<file path="config.mk">
export PLATFORM = sky130hd
export DESIGN_NAME = par_acq_packer
export DESIGN_NICKNAME = d
export VERILOG_FILES = /design/src/rtl/par_acq_packer.sv
export SDC_FILE = /design/constraint.sdc
export NUM_CORES = 1
export LEC_CHECK = 0
export ABC_AREA = 1
export BUFFER_PORTS_ARGS = -buffer_cell sky130_fd_sc_hd__buf_2
export CAP_MARGIN = 20
export CORE_MARGIN = 5
export CORE_UTILIZATION = 25
export DETAILED_ROUTE_END_ITERATION = 12
export HOLD_SLACK_MARGIN = 0.08
export PLACE_DENSITY = 0.45
export SLEW_MARGIN = 15
export SYNTH_ARGS = -nofsm -noshare
export SYNTH_HDL_FRONTEND = slang
export SYNTH_SLANG_ARGS = --single-unit
</file>
<file path="constraint.sdc">
create_clock -name clk -period 2.1 [get_ports clk]
set_input_delay 0.315 -clock clk [delete_from_list [all_inputs] [get_ports clk]]
set_output_delay 0.315 -clock clk [all_outputs]
set_load 0.03 [all_outputs]
</file>
<file path="src/rtl/par_acq_packer.sv">
module par_acq_packer #(
  parameter int DW       = 20,
  parameter int WW       = 32,
  parameter int EDGE_BIT = 29
) (
  input  logic          clk,
  input  logic          rst_n,
  input  logic          acq_clk,
  input  logic          hold,
  input  logic [DW-1:0] din,
  input  logic [WW-1:0] ctrl,
  input  logic          enable,
  input  logic          wr_ready,
  input  logic          ovf_clr,
  output logic          wr_valid,
  output logic [WW-1:0] wr_data,
  output logic          ovf_flag
);
  localparam int PADW = WW - DW;

  logic          acq_q;
  logic [1:0]    mode_q;
  logic [1:0]    cnt;
  logic [WW-1:0] acc, nxt;

  wire [1:0] mode  = ctrl[1:0];
  wire       rise  = acq_clk & ~acq_q;
  wire       fall  = ~acq_clk & acq_q;
  wire       edge_hit = ctrl[EDGE_BIT] ? fall : rise;
  wire       flush = ~enable | (mode != mode_q);
  wire       take  = edge_hit & ~hold & ~flush;
  wire [15:0] half = din[DW-1 -: 16];
  wire [7:0]  byt  = din[DW-1 -: 8];
  wire       last  = (mode == 2'd1) ? (cnt == 2'd1) :
                     (mode == 2'd2) ? (cnt == 2'd3) : 1'b1;

  always_comb begin
    nxt = acc;
    case (mode)
      2'd1: begin
        if (cnt[0]) nxt[31:16] = half;
        else        nxt[15:0]  = half;
      end
      2'd2: nxt[{cnt, 3'b000} +: 8] = byt;
      default: nxt = {din, {PADW{1'b0}}};
    endcase
  end

  always_ff @(posedge clk or negedge rst_n) begin
    if (!rst_n) begin
      acq_q    <= 1'b0;
      mode_q   <= 2'd0;
      cnt      <= 2'd0;
      acc      <= '0;
      wr_valid <= 1'b0;
      wr_data  <= '0;
    end else begin
      acq_q    <= acq_clk;
      mode_q   <= mode;
      wr_valid <= 1'b0;
      if (flush) begin
        cnt <= 2'd0;
        acc <= '0;
      end else if (take) begin
        if (last) begin
          wr_data  <= nxt;
          wr_valid <= 1'b1;
          cnt      <= 2'd0;
          acc      <= '0;
        end else begin
          acc <= nxt;
          cnt <= cnt + 2'd1;
        end
      end
    end
  end

  always_ff @(posedge clk or negedge rst_n) begin
    if (!rst_n)                     ovf_flag <= 1'b0;
    else if (wr_valid && !wr_ready) ovf_flag <= 1'b1;
    else if (ovf_clr)               ovf_flag <= 1'b0;
  end
endmodule


</file>
After elaboration in Yosys (flattened, before gate mapping)
Index checks and enable logic that the tools add are counted.

word-level totals
  bits of input ports = 59
  logic and storage cells = 49
  bits in registers = 71
  output and inout bits = 34

operators by class
  multiplexer cells = 18
  equality and inequality tests = 5
  shift-type cells = 2
  add/sub/neg operators = 2
  bitwise logic cells = 10
  reduce and logical (&&, ||, !) cells = 5

operators with widths
  operator                                               count
  2-to-1 mux 32 bit                                      3
  one-hot mux 32 bit (2 select lines)                    1
  bitwise mux 32 bit                                     1
  2-to-1 mux 16 bit                                      2
  variable shift 8 x 7 -> 32 bit (first input constant)  1
  variable part select 8 x 7 -> 32 bit                   1
  2-to-1 mux 1 bit                                       8
  negator 5 -> 7 bit                                     1
  2-to-1 mux 2 bit                                       3
  NOT 1 bit                                              5
  bitwise AND 1 bit                                      4
  equality test 2 x 1 -> 1 bit (second input constant)   2
  equality test 2 bit (second input constant)            2
  nonzero test 2 bit                                     2
  AND reduction 3 bit                                    1
  adder 2 x 1 -> 2 bit (second input constant)           1
  inequality test 2 bit                                  1
  logical AND 1 bit                                      1
  logical NOT 1 bit                                      1
  bitwise OR 1 bit                                       1

Longest topological paths before layout
Gate-level depths: netlist of the first run.

  depth in word-level cells = 7
  gate-level depth with buffers = 13
  gate-level depth less buffers = 11

Worst setup path before layout of the first run
OpenSTA, ideal clock, no wires.

  kind = reg-to-reg
  start point = reg cnt[0]
  end point = reg acc[16]
  data arrival time = 1,907 ps
  setup time = 65 ps
  path buffers = 2
  cell stages (with the launch flop) = 13
  period minus slack after synthesis = 1,972 ps
  setup slack = 128 ps
  data required time = 2,035 ps
  path through = dfrtp_1 > buf_2 > inv_1 > buf_2 > ha_1 > clkinv_1 > nor2_1 > nand3_1 > nand2_1 > nand2_1 > nand2_1 > nand3_1 > nand2_1

between the ends
  longest elaborated chain between the ends = 7
  elaborated cells between the ends (all ways) = 13
  classes of those cells = add/sub: 1; eq/ne: 2; shift: 2; mux: 8

RTL lines
  item                                                                                           RTL line  RTL
  start: declaration                                                                             23        logic [1:0] cnt;
  start signal: assignment                                                                       72        cnt <= cnt + 2'd1;
  negator 5 -> 7 bit                                                                             44        2'd2: nxt[{cnt, 3'b000} +: 8] = byt;
  variable part select 8 x 7 -> 32 bit / variable shift 8 x 7 -> 32 bit (equally long branches)  44
  bitwise mux 32 bit                                                                             44
  one-hot mux 32 bit (2 select lines)                                                            39        case (mode)
  2-to-1 mux 32 bit (*)                                                                          65        if (last) begin
  2-to-1 mux 32 bit (*)                                                                          64        end else if (take) begin
  2-to-1 mux 32 bit (*)                                                                          61        if (flush) begin
  end signal: assignment                                                                         71        acc <= nxt;
  end: declaration                                                                               24        logic [WW-1:0] acc, nxt;

Every way passes the cells marked *; elsewhere a longest branch is shown, timed or not. The select of a mux whose other input is x is not followed.
A chain may end at the register's enable or synchronous reset.

Worst setup path in the final report of the first run
  start point = reg cnt[0]
  end point = reg wr_data[19]

between the ends
  longest elaborated chain between the ends = 4
  elaborated cells between the ends (all ways) = 11
  classes of those cells = add/sub: 1; eq/ne: 2; shift: 2; mux: 5; reduce/logical: 1

RTL lines
  item                                                                               RTL line  RTL
  negator 5 -> 7 bit / equality test 2 bit (equally long branches)                   44, 35
  variable part select 8 x 7 -> 32 bit, or another cell as far along                 44
  bitwise mux 32 bit / 2-to-1 mux 1 bit (equally long branches)                      44, 34
  one-hot mux 32 bit (2 select lines) / AND reduction 3 bit (equally long branches)  n/a
  end signal: assignment                                                             66        wr_data <= nxt;
  end: declaration                                                                   16        output logic [WW-1:0] wr_data,

Parallel ways exist; a longest one is shown, timed or not.

==> results.ini, run 1 <==
[status]
status = complete, no violations

[sta]
finalHoldViolations = 0
slew_headroom_pct = 64.3
fin_crit_sh_pct = 89.2
skew_ns = 0.00753
setup_viol = 0
setup_tns_ns = 0
tightest_slew_ns = 0.535
setup_ws_ns = 0.228
rsz0062_at_grt = false
min_period_ns = 1.87
max_freq_ghz = 0.534
slew_viol_final = 0

[yosys]
synth_top_area_share_pct = 40.9
synth_nets = 722
synth_largest_area_cell = dfrtp_1
yosys-top-cells-area = dfrtp_1 41%, nand2_1 29%, nand3_1 5.8%, o21ai_0 4.8%, inv_1 3.3%
yosysWarningCount = 0
yosysSeqAreaShare_pct = 40.9
synth_cells = 654
ys_ff_latch = 71
ys_types = 25
postSynthAreaPerCell_um2 = 6.65
syn_area_mm2 = 0.00435

[cts]
clockBufferDepth = 2
clkSinkCount = 71
root_buffer = clkbuf_16
clk_latency_ns = 0.35
cts.clk_slew.worst_paths_ns = 0.06
cts_tree = built
htreeDepth = 3
numCtsBuffers = 9

[worst_hold_path]
worstHoldPathType = primary input to register

[worst_setup_path]
slowest_stage = dfrtp_1
r2r_end = wr_data[19]$_DFFE_PN0P_
r2r_cells = 10
ff2ff_setup_slack_ns = 0.23
crit_path_end = wr_data[19]$_DFFE_PN0P_
crit_arrival_ns = 2.15
crit_chain = clkinvlp_4, ha_1, nand2_1, inv_1, nand3_1, nand2_1, nand2_1, nand2_1, nand3_1, nand2_1
crit_fanout = 8
cpMostUsedCell = nand2_1
setup.worst_path.class = register to register
cp_data_required_time_ns = 2.38
critPathCaptureType = register
r2r_start = cnt[0]$_DFFE_PN0P_
startpoint_type = register
crit_path_max_incr_delay_ns = 0.43
crit_start = cnt[0]$_DFFE_PN0P_

[flow_run]
cap_viol_max_count = 0

[place]
postPlaceCellArea_mm2 = 0.00497
hpwl_um = 9500
place_congestion = 0.792
numPortBuffers = 63
dp_slack_ns = 0.130

[routing]
totalWireLength_um = 13400
viasPerCell = 4.41
drt_pass1_iterations = 5
ant_nets = 0
routedWlPerCell_um = 14.2
drc = 0
met1_length_um = 6250
routed.top_layer = met4
met2WireLength_um = 6370
wl_met3_um = 643
vias = 4181
dr.first_iter.drc_count = 221

[floorplanning]
rows = 48
die_h_um = 142
die-area_mm2 = 0.0201
ioPinCount = 93
start_util_pct = 25.3
core_area_mm2 = 0.0172
die_x_um = 142

[grt]
grt_pass1_wl_um = 22000
antenna_found_initial = 0
overflow = 0
grt_max_degree = 48
gr-usage-all-layers_pct = 14.1
grt_pass1_vias = 4060

[layout]
final_common_cell = nand2_1
mostFrequentLayoutCells = 333 x nand2_1, 71 x dfrtp_1, 62 x buf_2
stdcell_area_mm2 = 0.00529
diodes = 0
nNetsFinal = 785
seq_area_mm2 = 0.00178
area_delta_synth_final_pct = 21.6
multi_input_area_mm2 = 0.00222
drive_above_1_share_pct = 16.1
fill_cells = 1946

[power]
leakage_uw = 0.00292
power_density_mw_per_mm2 = 753
vdd_ir_drop_max_mv = 0.376

[worst min-delay path by stage]
stage / start / cells after the start / end / slack [ns]
4_1_cts: acq_clk / 1 / acq_q$_DFF_PN0_ / 0.1
5_1_grt: acq_clk / 1 / acq_q$_DFF_PN0_ / 0.10
3_3_place_gp: rst_n / 1 / mode_q[0]$_DFF_PN0_ / 0.33
3_5_place_dp: rst_n / 1 / mode_q[0]$_DFF_PN0_ / 0.33
6_report: acq_clk / 1 / acq_q$_DFF_PN0_ / 0.11
2_1_floorplan: rst_n / 0 / acc[0]$_DFFE_PN0P_ / 0.02
[timing repair]
action                                 CTS  global route
endpoints found under the hold margin   35             0
setup buffers                            0             1
setup endpoints to repair                0            19
hold buffers                             1             0
gates resized for setup                  0             2
[sequential cells by signal, indices dropped and copies added (netlist names)]
signal	count
acc	32
acq_q	1
cnt	2
mode_q	2
ovf_flag	1
wr_data	32
wr_valid	1
[logic make-up (layout without fill, tap and decap cells)]
family,count (synthesis),in the layout,synth area share (%)
buffers and inverters,77,145,8.23
flip-flops,71,71,40.9
AND/OR/NAND/NOR,411,411,38.1
AO/OA/AOI/OAI,86,86,10.2
adder cells (fa/ha/maj),9,9,2.59
[layout make-up]
class                   count  share of cell area [%]
clock inverters             4                   0.851
well taps                 225                    5.32
clock buffers              12                    4.66
inverters                  43                    3.17
repair buffers             86                    10.5
flip-flops and latches     71                    33.6
multi-input cells         506                    41.9
[critical path: cells and delay by family, from the launching register on]
| kind | cells | cell delay (ns) |
|---|---|---|
| buffers and inverters | 2 | 0.37 |
| and+or+nand+nor | 7 | 0.63 |
| DFF | 1 | 0.43 |
| adders and majority gates | 1 | 0.39 |
[report_power, final]
group / total, uW / internal [uW] / switching (uW) / leakage, uW
combinational: 879 / 256 / 623 / 0.00181
sequential: 1560 / 1500 / 64.2 / 0.000964
clock: 1540 / 946 / 594 / 0.000146
[synthesized netlist by cell type]
master      n
a21oi_1    28
buf_1       2
buf_2      11
buf_4       4
buf_6       5
clkbuf_1   12
clkinv_1    3
dfrtp_1    71
ha_1        9
inv_1      38
inv_2       1
inv_4       1
nand2_1   333
nand2_2     1
nand3_1    50
nand3_2     3
nor2_1     16
nor2_2      2
nor2_4      2
o21a_1      1
o21ai_0    42
o21ai_1    13
o21ai_4     1
o22ai_1     1
or2_2       4
[metrics by stage]
stage	instances	utilization (%)	hold slack (ns)	power, uW
global route	947	30.8	0.100	4200
floorplan	654	-	0.0194	2160
detailed placement	929	29.0	0.329	2490
finish	947	30.8	0.106	3980
global placement	929	29.0	0.326	2490
CTS	946	30.7	0.0952	4070
[layer usage]
metal  vias to the layer above  track usage, %
li1                       2171               -
met1                      1922            18.5
met2                        78            23.2
met3                        10            3.17
met4                         0            4.09
met5                         -               0
(Power assumes the default switching activity.)
==> inputs of run 2 (changes only) <==
--- a/config.mk
+++ b/config.mk
@@ -9,10 +9,9 @@
 export BUFFER_PORTS_ARGS = -buffer_cell sky130_fd_sc_hd__buf_2
 export CAP_MARGIN = 20
 export CORE_MARGIN = 5
-export CORE_UTILIZATION = 25
+export CORE_UTILIZATION = 50
 export DETAILED_ROUTE_END_ITERATION = 12
-export HOLD_SLACK_MARGIN = 0.08
-export PLACE_DENSITY = 0.45
+export PLACE_DENSITY = 0.78
 export SLEW_MARGIN = 15
 export SYNTH_ARGS = -nofsm -noshare
 export SYNTH_HDL_FRONTEND = slang
==> constraint.sdc (replaced) <==
create_clock -name clk -period 1.5 [get_ports clk]
set_input_delay 0.225 -clock clk [delete_from_list [all_inputs] [get_ports clk]]
set_output_delay 0.225 -clock clk [all_outputs]
set_load 0.03 [all_outputs]
==> results.ini, run 2 (synthesis gave the netlist of run 1 again) <==
[worst_setup_path]
crit_buf_inv = 2
crit_fanout = 5
r2r_end = wr_data[2]$_DFFE_PN0P_
crit_family = simple AND/OR/NAND/NOR gates
ff2ff_setup_slack_ns = -0.21
startpoint_type = register
crit_path_max_incr_delay_ns = 0.47
r2r_start = cnt[0]$_DFFE_PN0P_
crit_chain = inv_4, ha_4, nand2_4, nor2_4, buf_12, nand2_1, nand2_1, nand2_1, nand2_1, nand2_2, o21ai_1
r2r_cells = 11
slowest_stage = dfrtp_2
cp_data_required_time_ns = 1.78
setup.worst_path.class = register to register
cpMostUsedCell = nand2_1
crit_arrival_ns = 1.99
critPathCaptureType = register

[layout]
area_delta_synth_final_pct = 32.7
nNetsFinal = 812
final_common_cell = nand2_1
utilization_pct = 67.2
reg_top3 = acc x32, wr_data x32
fin_cells = 857
drive_above_1_share_pct = 31.6
fill_cells = 704
mostFrequentLayoutCells = 295 x nand2_1, 70 x dfrtp_1, 63 x buf_2
stdcell_area_mm2 = 0.00577
diodes = 0

[floorplanning]
die-area_mm2 = 0.0107
core_area_mm2 = 0.00859
start_util_pct = 50.6
rows = 34
die_h_um = 103
die_x_um = 103
ioPinCount = 93

[cts]
htreeDepth = 3
cts_tree = built
root_buffer = clkbuf_8
numCtsBuffers = 9
clk_latency_ns = 0.36
cts.clk_slew.worst_paths_ns = 0.08
clockBufferDepth = 2
clkSinkCount = 71

[routing]
totalWireLength_um = 13700
drt_pass1_iterations = 5
ant_nets = 0
drc = 0
vias = 4723
viasPerCell = 5.51
routedWlPerCell_um = 16.0
dr.first_iter.drc_count = 414

[sta]
skew_ns = 0.00796
tightest_slew_ns = 0.402
setup_ws_ns = -0.212
max_freq_ghz = 0.584
fin_crit_sh_pct = 114
slew_viol_final = 0
slew_headroom_pct = 73.2
min_period_ns = 1.71
finalHoldViolations = 0
setup_tns_ns = -8.93
setup_viol = 66
rsz0062_at_grt = true

[grt]
grt_pass1_wl_um = 21000
antenna_found_initial = 0
grt_max_degree = 72
gr-usage-all-layers_pct = 24.9
overflow = 0
grt_pass1_vias = 4453

[worst_hold_path]
worstHoldPathType = primary input to register
min_from = ctrl[1]
min_path_cells = 1
min_to = mode_q[1]$_DFF_PN0_

[status]
failed_checks = negative setup slack
status = complete, but fails checks

[flow_run]
cap_viol_max_count = 0

[place]
dp_slack_ns = -0.215
dp_cells = 824
place_congestion = 0.919
postPlaceCellArea_mm2 = 0.00503
numPortBuffers = 63
hpwl_um = 8450

[power]
vdd_ir_drop_max_mv = 0.556
power_density_mw_per_mm2 = 863
leakage_uw = 0.00315

## run 2: cell count changes in the layout (fill, tap and decap cells not counted), moves of 7 or more
cell      before  now
nor2_1        15    7
nand2_1      333  295
clkbuf_8       1    9
o21ai_2        0   22
nand2_4        0    7
buf_6          0    9
o21ai_0       42   19
buf_4         18   25
nand3_1       50   42
nand2_2        1   32
## run 2: layout make-up
type	instances	area (um^2)	area share, %
inverters	43	173	2.99
multi-input cells	506	2590	44.8
clock inverters	7	50.0	0.867
clock buffers	9	124	2.15
flip-flops and latches	71	1780	30.8
repair buffers	113	925	16.0
well taps	108	135	2.34
## run 2: power breakdown
group          switching, uW  internal, uW
sequential               104          2090
combinational            944           439
clock                    803           599
## run 2: stage by stage
| stage | total power, uW | hold slack (ns) |
|---|---|---|
| after floorplan | 3030 | -0.0706 |
| after global placement | 3450 | 0.282 |
| after detailed placement | 3470 | 0.286 |
| after CTS | 4870 | 0.00588 |
| after global routing | 5200 | 0.0176 |
| final | 4980 | 0.0169 |
## run 2: metal layers
layer / up-vias / part of all wire [%] / GRT usage (%) / wire (um)
li1: 2228 / - / - / -
met1: 2223 / 41 / 33.2 / 5640
met2: 228 / 48 / 42.0 / 6650
met3: 44 / 7.6 / 2.62 / 1040
met4: 0 / 2.8 / 9.06 / 386
met5: - / 0 / 0 / 0
## run 2: repair_timing
action	CTS	global route
pin swaps	22	51
hold buffers	1	0
setup endpoints to repair	66	66
gates resized for setup	36	82
endpoints found under the hold margin	71	0
setup buffers	10	4
gates cloned	2	3
## run 2: worst max-delay path by stage
stage / startpoint / end / depth (start not counted)
final: cnt[0]$_DFFE_PN0P_ / wr_data[2]$_DFFE_PN0P_ / 11
after global routing: cnt[0]$_DFFE_PN0P_ / wr_data[2]$_DFFE_PN0P_ / 11
after CTS: cnt[0]$_DFFE_PN0P_ / acc[0]$_DFFE_PN0P_ / 10
after detailed placement: cnt[0]$_DFFE_PN0P_ / acc[30]$_DFFE_PN0P_ / 10
after global placement: cnt[0]$_DFFE_PN0P_ / wr_data[12]$_DFFE_PN0P_ / 10
after floorplan: cnt[0]$_DFFE_PN0P_ / wr_data[11]$_DFFE_PN0P_ / 12
==> inputs of run 3 (changes only) <==
--- a/config.mk
+++ b/config.mk
@@ -12,6 +12,7 @@
 export CORE_UTILIZATION = 50
 export DETAILED_ROUTE_END_ITERATION = 12
 export PLACE_DENSITY = 0.78
+export SETUP_SLACK_MARGIN = 0.02
 export SLEW_MARGIN = 15
 export SYNTH_ARGS = -nofsm -noshare
 export SYNTH_HDL_FRONTEND = slang
==> results.ini, run 3 (synthesis gave the netlist of run 1 again) <==
[sta]
finalHoldViolations = 0
min_period_ns = 1.71
tightest_slew_ns = 0.402
max_freq_ghz = 0.584
setup_ws_ns = -0.212
whs_ns = 0.0169
rsz0062_at_grt = true
slew_headroom_pct = 73.2
fin_crit_sh_pct = 114
slew_viol_final = 0
setup_viol = 66
skew_ns = 0.00796

[worst_hold_path]
worstHoldPathType = primary input to register
min_path_cells = 1
min_from = ctrl[1]

[routing]
ant_nets = 0
routedWlPerCell_um = 16.0
totalWireLength_um = 13700
viasPerCell = 5.51
drt_pass1_iterations = 5
dr.first_iter.drc_count = 414
vias = 4723
drc = 0

[grt]
grt_pass1_vias = 4453
overflow = 0
grt_max_degree = 72
grt_pass1_wl_um = 21000
gr-usage-all-layers_pct = 24.9
antenna_found_initial = 0

[floorplanning]
start_util_pct = 50.6
rows = 34
ioPinCount = 93
core_area_mm2 = 0.00859
die_x_um = 103
die_h_um = 103
die-area_mm2 = 0.0107

[worst_setup_path]
cp_data_required_time_ns = 1.78
r2r_cells = 11
critPathCaptureType = register
setup.worst_path.class = register to register
startpoint_type = register
r2r_start = cnt[0]$_DFFE_PN0P_
crit_arrival_ns = 1.99
crit_fanout = 5
crit_start = cnt[0]$_DFFE_PN0P_

[cts]
numCtsBuffers = 9
htreeDepth = 3
root_buffer = clkbuf_8
clockBufferDepth = 2
clk_latency_ns = 0.36
cts_tree = built
clkSinkCount = 71
cts.clk_slew.worst_paths_ns = 0.08

[place]
numPortBuffers = 63
postPlaceCellArea_mm2 = 0.00503
place_congestion = 0.919
hpwl_um = 8450

[power]
pwr-share-seq_pct = 44.1
comb_power_share_pct = 27.8
p_int_uw = 3130
power.switching_uw = 1850
leakage_uw = 0.00315
clock_power_share_pct = 28.1
sw_frac_of_total_pct = 37.1
power_density_mw_per_mm2 = 863
vdd_ir_drop_max_mv = 0.556

[layout]
final_common_cell = nand2_1
mostFrequentLayoutCells = 295 x nand2_1, 70 x dfrtp_1, 63 x buf_2
nNetsFinal = 812
reg_top3 = acc x32, wr_data x32
diodes = 0
fill_cells = 704
drive_above_1_share_pct = 31.6
seq_area_mm2 = 0.00178
stdcell_area_mm2 = 0.00577
area_delta_synth_final_pct = 32.7
multi_input_area_mm2 = 0.00259

[status]
status = complete, but fails checks
failed_checks = negative setup slack

[flow_run]
cap_viol_max_count = 0

run 3: cell counts in the layout (fill, tap and decap cells not counted):
Identical to the previous run, type by type.
run 3: path summary, 6_finish.rpt:
kind / end / slack [ns]
max in group asynchronous: cnt[0]$_DFFE_PN0P_ / 0.73
hold reg to reg: wr_data[22]$_DFFE_PN0P_ / 0.48
hold / removal: mode_q[1]$_DFF_PN0_ / 0.02
setup reg to reg: wr_data[2]$_DFFE_PN0P_ / -0.21
min in group asynchronous: acc[19]$_DFFE_PN0P_ / 0.43
setup / recovery: wr_data[2]$_DFFE_PN0P_ / -0.21
run 3: layer usage:
metal  global-route usage, %  vias to the layer above  wire (um)
met5                       0                        -          0
met4                    9.06                        0        386
met3                    2.62                       44       1040
met2                    42.0                      228       6650
met1                    33.2                     2223       5640
li1                        -                     2228          -
run 3: what timing repair did:
action                     in CTS  in global routing
setup endpoints to repair      66                 66
buffers inserted               10                  4
hold endpoints to repair       71                  0
hold buffers                    1                  0
pin swaps                      22                 51
cloned                          2                  3
resized for setup              36                 82
run 3: power groups by stage:
stage	logic, uW	clock network, uW	registers (uW)
2_1_floorplan	457	0	2580
3_3_place_gp	1230	0	2210
3_5_place_dp	1250	0	2220
4_1_cts	1300	1390	2190
5_1_grt	1510	1470	2220
6_report	1380	1400	2200
run 3: critical path, stage by stage (launching register included):
cell and delay (ns):
dfrtp_2 0.47, inv_4 0.12, ha_4 0.19, nand2_4 0.06, nor2_4 0.18, buf_12 0.15
nand2_1 0.06, nand2_1 0.06, nand2_1 0.05, nand2_1 0.09, nand2_2 0.07, o21ai_1 0.14
run 3: layout make-up:
cell class	count	share of cell area [%]
well taps	108	2.34
flip-flops and latches	71	30.8
repair buffers	113	16.0
clock inverters	7	0.867
inverters	43	2.99
clock buffers	9	2.15
multi-input cells	506	44.8
run 3: metrics by stage:
step | cells | setup TNS (ns) | power [uW] | setup slack, ns | util (%)
floorplan | 654 | -7.27 | 3030 | -0.174 | -
global placement | 824 | -4.61 | 3450 | -0.129 | 58.5
detailed placement | 824 | -8.92 | 3470 | -0.215 | 58.5
CTS | 853 | -3.76 | 4870 | -0.0951 | 63.6
global route | 857 | -14.05 | 5200 | -0.293 | 67.2
finish | 857 | -8.93 | 4980 | -0.212 | 67.2
